--- src/rtl/bplan_pkg.sv ---
package bplan_pkg;
    localparam int BEAT_BYTES = 4;
    localparam int BOUND_BITS = 10;
    localparam int CODE_W     = 5;
    localparam int BEATS_W    = 5;
    localparam int SPAN_W     = BEATS_W + $clog2(BEAT_BYTES);

    typedef enum logic [1:0] {
        K_SINGLE = 2'd0,
        K_BURST  = 2'd1,
        K_FORCED = 2'd2
    } kind_e;
endpackage

--- src/rtl/bplan_code_decode.sv ---
module bplan_code_decode
    import bplan_pkg::*;
(
    input  logic [CODE_W-1:0]  code,
    output logic [BEATS_W-1:0] beats,
    output logic               legal
);
    always_comb begin
        beats = BEATS_W'(1);
        legal = 1'b0;
        case (code)
            CODE_W'(1):  begin beats = BEATS_W'(1);  legal = 1'b1; end
            CODE_W'(4):  begin beats = BEATS_W'(4);  legal = 1'b1; end
            CODE_W'(8):  begin beats = BEATS_W'(8);  legal = 1'b1; end
            CODE_W'(16): begin beats = BEATS_W'(16); legal = 1'b1; end
            default:     begin beats = BEATS_W'(1);  legal = 1'b0; end
        endcase
    end
endmodule

--- src/rtl/bplan_txn_calc.sv ---
module bplan_txn_calc
    import bplan_pkg::*;
#(
    parameter int LEN_W = 16
) (
    input  logic [BOUND_BITS-1:0] addr_lo,
    input  logic [LEN_W-1:0]      rem,
    input  logic                  tail,
    input  logic                  force_en,
    input  logic [BEATS_W-1:0]    cfg_beats,
    output kind_e                 kind,
    output logic [BEATS_W-1:0]    beats,
    output logic [SPAN_W-1:0]     span_bytes,
    output logic [LEN_W-1:0]      used_bytes,
    output logic [SPAN_W-1:0]     pad_bytes,
    output logic [BEAT_BYTES-1:0] last_be
);
    localparam logic [BOUND_BITS:0] WINDOW = (BOUND_BITS+1)'(1 << BOUND_BITS);

    logic [SPAN_W-1:0]     span_cfg;
    logic [BOUND_BITS:0]   room;
    logic                  fits, multi, rem_full;
    logic [SPAN_W-1:0]     lb_start, used_lo, tail_real;

    always_comb begin
        span_cfg = SPAN_W'({cfg_beats, 2'b00});
        room     = WINDOW - {1'b0, addr_lo};
        fits     = (BOUND_BITS+1)'(span_cfg) <= room;
        multi    = cfg_beats > BEATS_W'(1);
        rem_full = rem >= LEN_W'(span_cfg);

        if (multi && fits && rem_full)             kind = K_BURST;
        else if (multi && fits && force_en && tail) kind = K_FORCED;
        else                                        kind = K_SINGLE;

        case (kind)
            K_BURST: begin
                beats      = cfg_beats;
                span_bytes = span_cfg;
                used_bytes = LEN_W'(span_cfg);
                pad_bytes  = '0;
            end
            K_FORCED: begin
                beats      = cfg_beats;
                span_bytes = span_cfg;
                used_bytes = rem;
                pad_bytes  = span_cfg - SPAN_W'(rem);
            end
            default: begin
                beats      = BEATS_W'(1);
                span_bytes = SPAN_W'(BEAT_BYTES);
                used_bytes = (rem < LEN_W'(BEAT_BYTES)) ? rem : LEN_W'(BEAT_BYTES);
                pad_bytes  = '0;
            end
        endcase

        lb_start  = SPAN_W'({beats - BEATS_W'(1), 2'b00});
        used_lo   = SPAN_W'(used_bytes);
        tail_real = (used_lo > lb_start) ? (used_lo - lb_start) : '0;
        for (int i = 0; i < BEAT_BYTES; i++) begin
            last_be[i] = SPAN_W'(i) < tail_real;
        end
    end
endmodule

--- src/rtl/dma_burst_planner.sv ---
module dma_burst_planner
    import bplan_pkg::*;
#(
    parameter int ADDR_W = 32,
    parameter int LEN_W  = 16
) (
    input  logic                  clk,
    input  logic                  rst_n,
    input  logic                  req_valid,
    output logic                  req_ready,
    input  logic [ADDR_W-1:0]     req_addr,
    input  logic [LEN_W-1:0]      req_len,
    input  logic                  req_last,
    input  logic                  req_write,
    input  logic [CODE_W-1:0]     cfg_burst_code,
    input  logic                  cfg_force_max,
    output logic                  txn_valid,
    input  logic                  txn_ready,
    output logic [ADDR_W-1:0]     txn_addr,
    output logic [BEATS_W-1:0]    txn_beats,
    output logic                  txn_incr,
    output logic [BEAT_BYTES-1:0] txn_last_be,
    output logic [SPAN_W-1:0]     txn_pad_bytes,
    output logic                  txn_zero_fill,
    output logic                  txn_discard,
    output logic                  txn_final,
    output logic                  done,
    output logic                  cfg_err
);
    typedef struct packed {
        logic               busy;
        logic [ADDR_W-1:0]  addr;
        logic [LEN_W-1:0]   rem;
        logic               tail;
        logic               write;
        logic               force_en;
        logic [BEATS_W-1:0] cfg_beats;
        logic               err;
        logic               done;
    } state_t;

    state_t st_d, st_q;

    logic [BEATS_W-1:0] dec_beats;
    logic               dec_legal;
    kind_e              kind;
    logic [BEATS_W-1:0] plan_beats;
    logic [SPAN_W-1:0]  plan_span, plan_pad;
    logic [LEN_W-1:0]   plan_used;
    logic [BEAT_BYTES-1:0] plan_be;

    bplan_code_decode u_decode (
        .code  (cfg_burst_code),
        .beats (dec_beats),
        .legal (dec_legal)
    );

    bplan_txn_calc #(.LEN_W(LEN_W)) u_calc (
        .addr_lo    (st_q.addr[BOUND_BITS-1:0]),
        .rem        (st_q.rem),
        .tail       (st_q.tail),
        .force_en   (st_q.force_en),
        .cfg_beats  (st_q.cfg_beats),
        .kind       (kind),
        .beats      (plan_beats),
        .span_bytes (plan_span),
        .used_bytes (plan_used),
        .pad_bytes  (plan_pad),
        .last_be    (plan_be)
    );

    always_comb begin
        st_d      = st_q;
        st_d.done = 1'b0;
        if (!st_q.busy && req_valid) begin
            st_d.addr      = req_addr;
            st_d.rem       = req_len;
            st_d.tail      = req_last;
            st_d.write     = req_write;
            st_d.force_en  = cfg_force_max;
            st_d.cfg_beats = dec_beats;
            if (!dec_legal) st_d.err = 1'b1;
            if (req_len == '0) st_d.done = 1'b1;
            else               st_d.busy = 1'b1;
        end
        if (st_q.busy && txn_ready) begin
            st_d.addr = st_q.addr + ADDR_W'(plan_span);
            st_d.rem  = st_q.rem - plan_used;
            if (st_q.rem == plan_used) begin
                st_d.busy = 1'b0;
                st_d.done = 1'b1;
            end
        end
    end

    always_ff @(posedge clk or negedge rst_n) begin
        if (!rst_n) st_q <= '0;
        else        st_q <= st_d;
    end

    assign req_ready     = !st_q.busy;
    assign txn_valid     = st_q.busy;
    assign txn_addr      = st_q.addr;
    assign txn_beats     = plan_beats;
    assign txn_incr      = kind != K_SINGLE;
    assign txn_last_be   = plan_be;
    assign txn_pad_bytes = plan_pad;
    assign txn_zero_fill = (kind == K_FORCED) && st_q.write;
    assign txn_discard   = (kind == K_FORCED) && !st_q.write;
    assign txn_final     = plan_used == st_q.rem;
    assign done          = st_q.done;
    assign cfg_err       = st_q.err;

    a_r9_hold_fields: assert property (@(posedge clk) disable iff (!rst_n)
        txn_valid && !txn_ready |=> txn_valid && $stable(txn_addr) && $stable(txn_beats)
            && $stable(txn_last_be) && $stable(txn_pad_bytes));

    a_r6_no_boundary_cross: assert property (@(posedge clk) disable iff (!rst_n)
        txn_valid && txn_incr |->
            (int'(txn_addr[BOUND_BITS-1:0]) + int'(txn_beats) * BEAT_BYTES) <= (1 << BOUND_BITS));

    a_r1_beat_values: assert property (@(posedge clk) disable iff (!rst_n)
        txn_valid |-> (txn_incr ? (txn_beats == 5'd4 || txn_beats == 5'd8 || txn_beats == 5'd16)
                                : (txn_beats == 5'd1)));

    a_r4_pad_only_final: assert property (@(posedge clk) disable iff (!rst_n)
        txn_valid && (txn_pad_bytes != '0) |-> txn_incr && txn_final);

    a_r5_fill_modes_exclusive: assert property (@(posedge clk) disable iff (!rst_n)
        txn_valid |-> !(txn_zero_fill && txn_discard));

    a_r10_ready_idle: assert property (@(posedge clk) disable iff (!rst_n)
        req_ready |-> !txn_valid);

    a_r10_done_after_final: assert property (@(posedge clk) disable iff (!rst_n)
        txn_valid && txn_ready && txn_final |=> done && req_ready);

    a_r2_err_sticky: assert property (@(posedge clk) disable iff (!rst_n)
        cfg_err |=> cfg_err);
endmodule

--- config.mk ---
export PLATFORM = sky130hd
export DESIGN_NAME = dma_burst_planner
export DESIGN_NICKNAME = d
export VERILOG_FILES = /design/src/rtl/bplan_pkg.sv /design/src/rtl/bplan_code_decode.sv /design/src/rtl/bplan_txn_calc.sv /design/src/rtl/dma_burst_planner.sv
export SDC_FILE = /design/constraint.sdc
export NUM_CORES = 1
export LEC_CHECK = 0
export BUFFER_PORTS_ARGS = -buffer_cell sky130_fd_sc_hd__buf_2
export CAP_MARGIN = 0
export CORE_AREA = 2 2 101 103
export CTS_CLUSTER_SIZE = 16
export DETAILED_ROUTE_END_ITERATION = 6
export DIE_AREA = 0 0 103 105
export GPL_TIMING_DRIVEN = 0
export PLACE_DENSITY = 0.8
export SLEW_MARGIN = 10
export SYNTH_ARGS = -nofsm -noshare
export SYNTH_HDL_FRONTEND = slang
export SYNTH_SLANG_ARGS = --single-unit
--- constraint.sdc ---
create_clock -name clk -period 6 [get_ports clk]
set_input_delay 0 -clock clk [delete_from_list [all_inputs] [get_ports clk]]
set_output_delay 0 -clock clk [all_outputs]
set_load 0.03 [all_outputs]
-- Word-level counts from Yosys, hierarchy flattened
Index checks and enable logic that the tools add are counted.
- output and inout bits: 56
- bits of input ports: 60
- bits in registers: 59
- memories: 0
- ROM bits: 0
- bits in latches: 0
- logic and storage cells: 67
- bits in writable memories: 0
- shift operators: 0
- equality and inequality tests: 8
- mux-type cells: 18
- $add $sub $neg: 6
- multipliers: 0
- reduce and logical (&&, ||, !) cells: 16
- magnitude comparators: 9
- divide/modulo/power cells: 0
- bitwise logic cells: 1
- operators with widths (kind ; number):
    two-way mux 59 bit ; 1
    two-way mux 49 bit ; 1
    adder 32 x 7 -> 32 bit ; 1
    == test 16 bit ; 2
    case mux 16 bit (2 select lines) ; 1
    two-way mux 7 bit ; 3
    greater-or-equal comparator 16 x 7 -> 1 bit ; 1
    zero test 16 bit ; 1
    less-than comparator 16 x 3 -> 1 bit, second input constant ; 1
    two-way mux 16 bit ; 1
    subtractor 16 bit ; 1
    case mux 5 bit (3 select lines) ; 1
    less-than comparator 1 x 7 -> 1 bit, first input constant ; 2
    less-than comparator 2 x 7 -> 1 bit, first input constant ; 2
    subtractor 7 bit ; 2
    less-or-equal comparator 7 x 11 -> 1 bit ; 1
    subtractor 11 x 10 -> 11 bit, first input constant ; 1
    logical AND 1 bit ; 8
    greater-than comparator 7 bit ; 1
    two-way mux 1 bit ; 7
    == test 5 x 1 -> 1 bit, second input constant ; 1
    == test 5 x 3 -> 1 bit, second input constant ; 1
    == test 5 x 4 -> 1 bit, second input constant ; 1
    == test 5 bit, second input constant ; 1
    12 further kinds ; 15

-- Depth between registers and ports, before layout
- depth in word-level cells: 14
- mapped depth: 24
- depth with buffers taken out: 24

-- Cells and area by module
Synthesis repeated with hierarchy kept, for this count alone.
- cell total of the unflattened synthesis: 687
- area total of the unflattened synthesis: 5651.7 sq um
- by module, submodules not included (module ; times used ; cells an instance ; area each (sq um) ; sequential area each (sq um)):
    dma_burst_planner ; 1 ; 489 ; 4234.1 ; 1476.4
    bplan_txn_calc ; 1 ; 182 ; 1283.7 ; 0.0
    bplan_code_decode ; 1 ; 16 ; 133.9 ; 0.0

-- Worst setup path after synthesis
No wires, ideal clock.
- path type: register to register
- from: register st_q (netlist bit txn_addr[1])
- to: register st_q[24] in the netlist's numbering
- setup time: 0.070 ns
- arrival time: 4.839 ns
- required time: 5.930 ns
- stages on the path, launching flop included: 21
- path slack: 1.091 ns
- period minus slack after synthesis: 4.909 ns
- path buffers: 1
- cells stage by stage: dfrtp_1 or4_1 o21ai_0 o21ai_0 ha_1 a21o_1 a221o_1 o2111ai_2 o311ai_0 or2_2 clkbuf_1 nor2_1 inv_1 ha_1 a21oi_1 o21ai_0 o211ai_1 a41oi_1 a21oi_1 or4b_2 nand3_1
- word-level cells in the longest chain between the ends: 11
- elaborated cells on any way between the ends: 13
- classes of those cells: add/sub: 2; order compare: 1; eq/ne: 2; mux: 4; reduce/logical: 4
- ends and longest elaborated chain (what ; RTL line ; text):
    start, declared ; dma_burst_planner.sv:42 ; state_t st_d, st_q;
    start signal, assigned ; dma_burst_planner.sv:98 ; else st_q <= st_d;
    subtractor 11 x 10 -> 11 bit * ; bplan_txn_calc.sv:27 ; room = WINDOW - {1'b0, addr_lo};
    less-or-equal comparator 7 x 11 -> 1 bit * ; bplan_txn_calc.sv:28 ; fits = (BOUND_BITS+1)'(span_cfg) <= room;
    logical AND 1 bit * ; bplan_txn_calc.sv:32, bplan_txn_calc.sv:33 ;
    logical AND 1 bit (2 in series) ; bplan_txn_calc.sv:33 ; else if (multi && fits && force_en && tail) kind = K_FORCED;
    two-way mux 2 bit ; bplan_txn_calc.sv:33 ;
    two-way mux 2 bit * ; bplan_txn_calc.sv:32 ; if (multi && fits && rem_full) kind = K_BURST;
    == test 2 bit / == test 2 x 1 -> 1 bit (equally long branches) ; bplan_txn_calc.sv:36 ; case (kind)
    case mux 16 bit (2 select lines) * ; bplan_txn_calc.sv:36 ;
    subtractor 16 bit * ; dma_burst_planner.sv:88 ; st_d.rem = st_q.rem - plan_used;
    two-way mux 49 bit * ; dma_burst_planner.sv:86 ; if (st_q.busy && txn_ready) begin
Mark *: on every way between the ends. The rest lies on a longest branch, timed or not.
A chain may end at the register's enable or synchronous reset.

-- Final worst setup path
- from: register st_q (netlist bit txn_addr[1])
- to: output port txn_last_be[2]
- word-level cells in the longest chain between the ends: 14
- elaborated cells on any way between the ends: 18
- classes of those cells: add/sub: 3; order compare: 3; eq/ne: 2; mux: 5; reduce/logical: 5
- ends and longest elaborated chain (what ; RTL line ; text):
    subtractor 11 x 10 -> 11 bit * ; bplan_txn_calc.sv:27 ;
    less-or-equal comparator 7 x 11 -> 1 bit * ; bplan_txn_calc.sv:28 ;
    logical AND 1 bit * ; bplan_txn_calc.sv:32, bplan_txn_calc.sv:33 ;
    logical AND 1 bit (2 in series) ; bplan_txn_calc.sv:33 ;
    two-way mux 2 bit ; bplan_txn_calc.sv:33 ;
    two-way mux 2 bit * ; bplan_txn_calc.sv:32 ;
    == test 2 bit / == test 2 x 1 -> 1 bit (equally long branches) ; bplan_txn_calc.sv:36 ;
    OR reduction 2 bit (no source line) ; -- ;
    two-way mux 5 bit ; bplan_txn_calc.sv:36 ;
    subtractor 5 x 1 -> 5 bit ; bplan_txn_calc.sv:57 ; lb_start = SPAN_W'({beats - BEATS_W'(1), 2'b00});
    subtractor 7 bit / greater-than comparator 7 bit (equally long branches) ; bplan_txn_calc.sv:59 ; tail_real = (used_lo > lb_start) ? (used_lo - lb_start) : '0;
    two-way mux 7 bit * ; bplan_txn_calc.sv:59 ;
    less-than comparator 2 x 7 -> 1 bit * ; bplan_txn_calc.sv:61 ; last_be[i] = SPAN_W'(i) < tail_real;
    end, declared ; dma_burst_planner.sv:22 ; output logic [BEAT_BYTES-1:0] txn_last_be,
Marked as above.

==> results.toml <==
[min_path]
min_from = "cfg_burst_code[3]"
min_path_type = "input pin to flop"

[grt]
grt_util_all_layers_pct = 34.0
grt_max_degree = 59
grt_pass1_wl_um = 28900
grt_pass1_vias = 5998
antenna_found_initial = 0
grt_overflow_total = 0

[cells_and_area]
area_delta_synth_final_pct = 28.6
utilization_pct = 71.0
diodes = 0
fin_nets = 949
drive_gt1_share_pct = 21.8

[synth]
netlist_top_cells_count = "nand2_1 (82), dfrtp_1 (58), o21ai_0 (45)"
synth_edf_count = 0
synth_cells = 661
post-synth-top-area-cell = "dfrtp_1"
yosysWarnings = 0
ys_seq_area_share_pct = 27.3
async_flop_share_pct = 100
yosys-top-cells-area = "dfrtp_1 (27%), ha_1 (8.9%), nand2_1 (5.8%), buf_4 (4.7%), o21ai_0 (4.2%)"
synthMostInstantiatedCell = "nand2_1"
yosysUniqueCellTypes = 72
synth_area_sq_mm = 0.00532
ys_seq_elements = 58
synth.avg_cell_area_sq_um = 8.05
synthFlopType = "dfrtp_1"
synth_top_cell_area_share_pct = 27.3

[floorplan]
die_x_um = 103
die_h_um = 105
core_area_sq_mm = 0.00964
die_area_sq_mm = 0.0108
start_util_pct = 55.2
rows = 36
boundaryPins = 116

[timing]
hold_slack_ns = 0.00783
worst_slack_ns = 0.342
slew_viol_final = 0
worstMarginPinSlew_ns = 0.813
clock_skew_ns = 0.0117
min_period_ns = 5.66
period_share_pct = 94.3
setup_violations = 0
timing.fmax_mhz = 177
tns_ns = 0
rsz0062_at_grt = "false"
hold_viol = 0
maxSlewHeadroom_pct = 45.6

[clocking]
clkTransAtPathRegs_ns = 0.07
cts.path.max_buffers = 2
cts_tree = "done"
h-tree-depth = 3
cts_inserted_buffers = 9
clk_latency_ns = 0.35
cts-root-buf = "clkbuf_8"
clkSinkCount = 58

[detailed_routing]
num_vias = 6032
drc = 0
drt_wl_total_um = 18000
drt_iter0_markers = 541
drt-wirelength-per-cell_um = 18.3
postRouteAntennaNets = 0
drtPass1Iterations = 5
viasPerCell = 6.12

[worst_setup_path]
cp_max_fo = 7
crit_type = "flop to output port"
end_kind = "output port"
startpoint = "txn_addr[1]"
worstPathArrival_ns = 5.66
cp-start-kind = "flop"
required_ns = 6.00
r2r_start = "txn_addr[1]"

[status]
status = "finished, final reports clean"

[placement]
io_buffers = 114
hpwl_um = 12600
gp_congestion = 0.964
place_ws_ns = 0.291

[flow_run]
cap_violations = 0

[power]
total_leakage_power_nw = 3.14
vdd_drop_max_v = 0.000248
powerDensity_mw_per_mm2 = 315
per-layer routing:
metal,vias to the layer above,part of all wire (%),wire (um),global-route usage (%)
li1,2759,-,-,-
met1,2851,41,7370,44.2
met2,339,47,8540,55.0
met3,83,8.4,1520,8.23
met4,0,3.2,568,11.0
met5,-,0,0,0
logic make-up (layout without fill, tap and decap cells):
family	count (synthesis)	count (layout)	synth area share, %
AOI/OAI and AO/OA	195	195	26.1
other	2	9	0.141
adders and majority gates	43	43	10.3
muxes	6	6	1.15
DFF	58	58	27.3
and+or+nand+nor	243	243	22.4
buffers and inverters	92	276	9.00
xor gates and xnor gates	22	22	3.62
final timing paths:
| kind | endpoint | slack (ns) | depth (start not counted) |
|---|---|---|---|
| hold / removal | st_q[5] | 0.008 | 3 |
| setup reg to reg | st_q[24] | 0.38 | 20 |
| min in group asynchronous | txn_addr[20] | 0.27 | 2 |
| max in group asynchronous | st_q[2] | 5.22 | 2 |
| setup / recovery | txn_last_be[2] | 0.34 | 23 |
| hold reg to reg | cfg_err | 0.47 | 1 |
layout make-up:
type	instances	area, sq um
Buffer	61	363
Inverter	31	116
Multi-Input combinational cell	518	3430
Clock inverter	3	40.0
Tap cell	133	166
Sequential cell	58	1450
Timing Repair Buffer	170	1130
Clock buffer	11	151
Fill cell	814	2790
stage by stage:
| step | area [sq um] | power (W) | instances |
|---|---|---|---|
| floorplan | 5350 | 0.00144 | 668 |
| global placement | 6090 | 0.00167 | 915 |
| detailed placement | 6090 | 0.00171 | 915 |
| CTS | 6830 | 0.00212 | 983 |
| global route | 6850 | 0.00231 | 985 |
| finish | 6850 | 0.00216 | 985 |
timing repair:
item                                    in CTS  in global routing
hold endpoints to repair                   112                  0
pin swaps                                    0                  2
resized for setup                            1                  4
setup buffers                                0                  2
hold buffers                                54                  0
endpoints found under the setup margin       1                  4
cloned                                       0                  0
state kept, by name (all words and copies together) (netlist names):
register	flops
done	1
txn_valid	1
st_q	23
cfg_err	1
txn_addr	32
report_power, final:
part	switching, W	internal (W)	leakage, nW	total, W
sequential	0.000133	0.000479	0.730	0.000612
clock	0.000167	0.000208	0.101	0.000376
combinational	0.000673	0.000496	2.31	0.00117
layout by cell type (no fill, tap or decap), types with 8 or more instances in the layout:
cell           Yosys  routed
buf_2              2     115
nand2_1           82      82
dfrtp_1           58      58
dlygate4sd3_1      0      54
o21ai_0           45      44
nor2_1            44      43
ha_1              38      38
buf_4             33      36
inv_1             31      31
a21oi_1           32      31
nand3_1           26      26
clkbuf_1          23      23
a21o_1            16      16
nor3_1            16      16
o211ai_1          16      16
a22oi_1           17      16
and2_1            13      13
xnor2_1           11      11
xor2_1            11      11
clkbuf_8           0      11
nor4_1            10      10
conb_1             2       9
or3_1              8       8
critical path, stage by stage (launching register included):
cell,delay (ns)
dfrtp_1,0.45
or4_1,0.59
o21ai_0,0.16
o21ai_0,0.12
ha_1,0.30
a21o_1,0.16
a221o_1,0.37
o2111ai_2,0.19
o311ai_1,0.24
a22oi_2,0.20
a31oi_1,0.08
a21oi_2,0.20
ha_1,0.20
inv_1,0.06
fa_1,0.43
a21o_1,0.19
nor3b_1,0.17
mux2i_1,0.09
o22ai_1,0.18
nand4b_1,0.21
maj3_1,0.40
nand2_1,0.08
a21oi_1,0.07
buf_2,0.20
No activity file was read; power rests on OpenSTA's default activity.
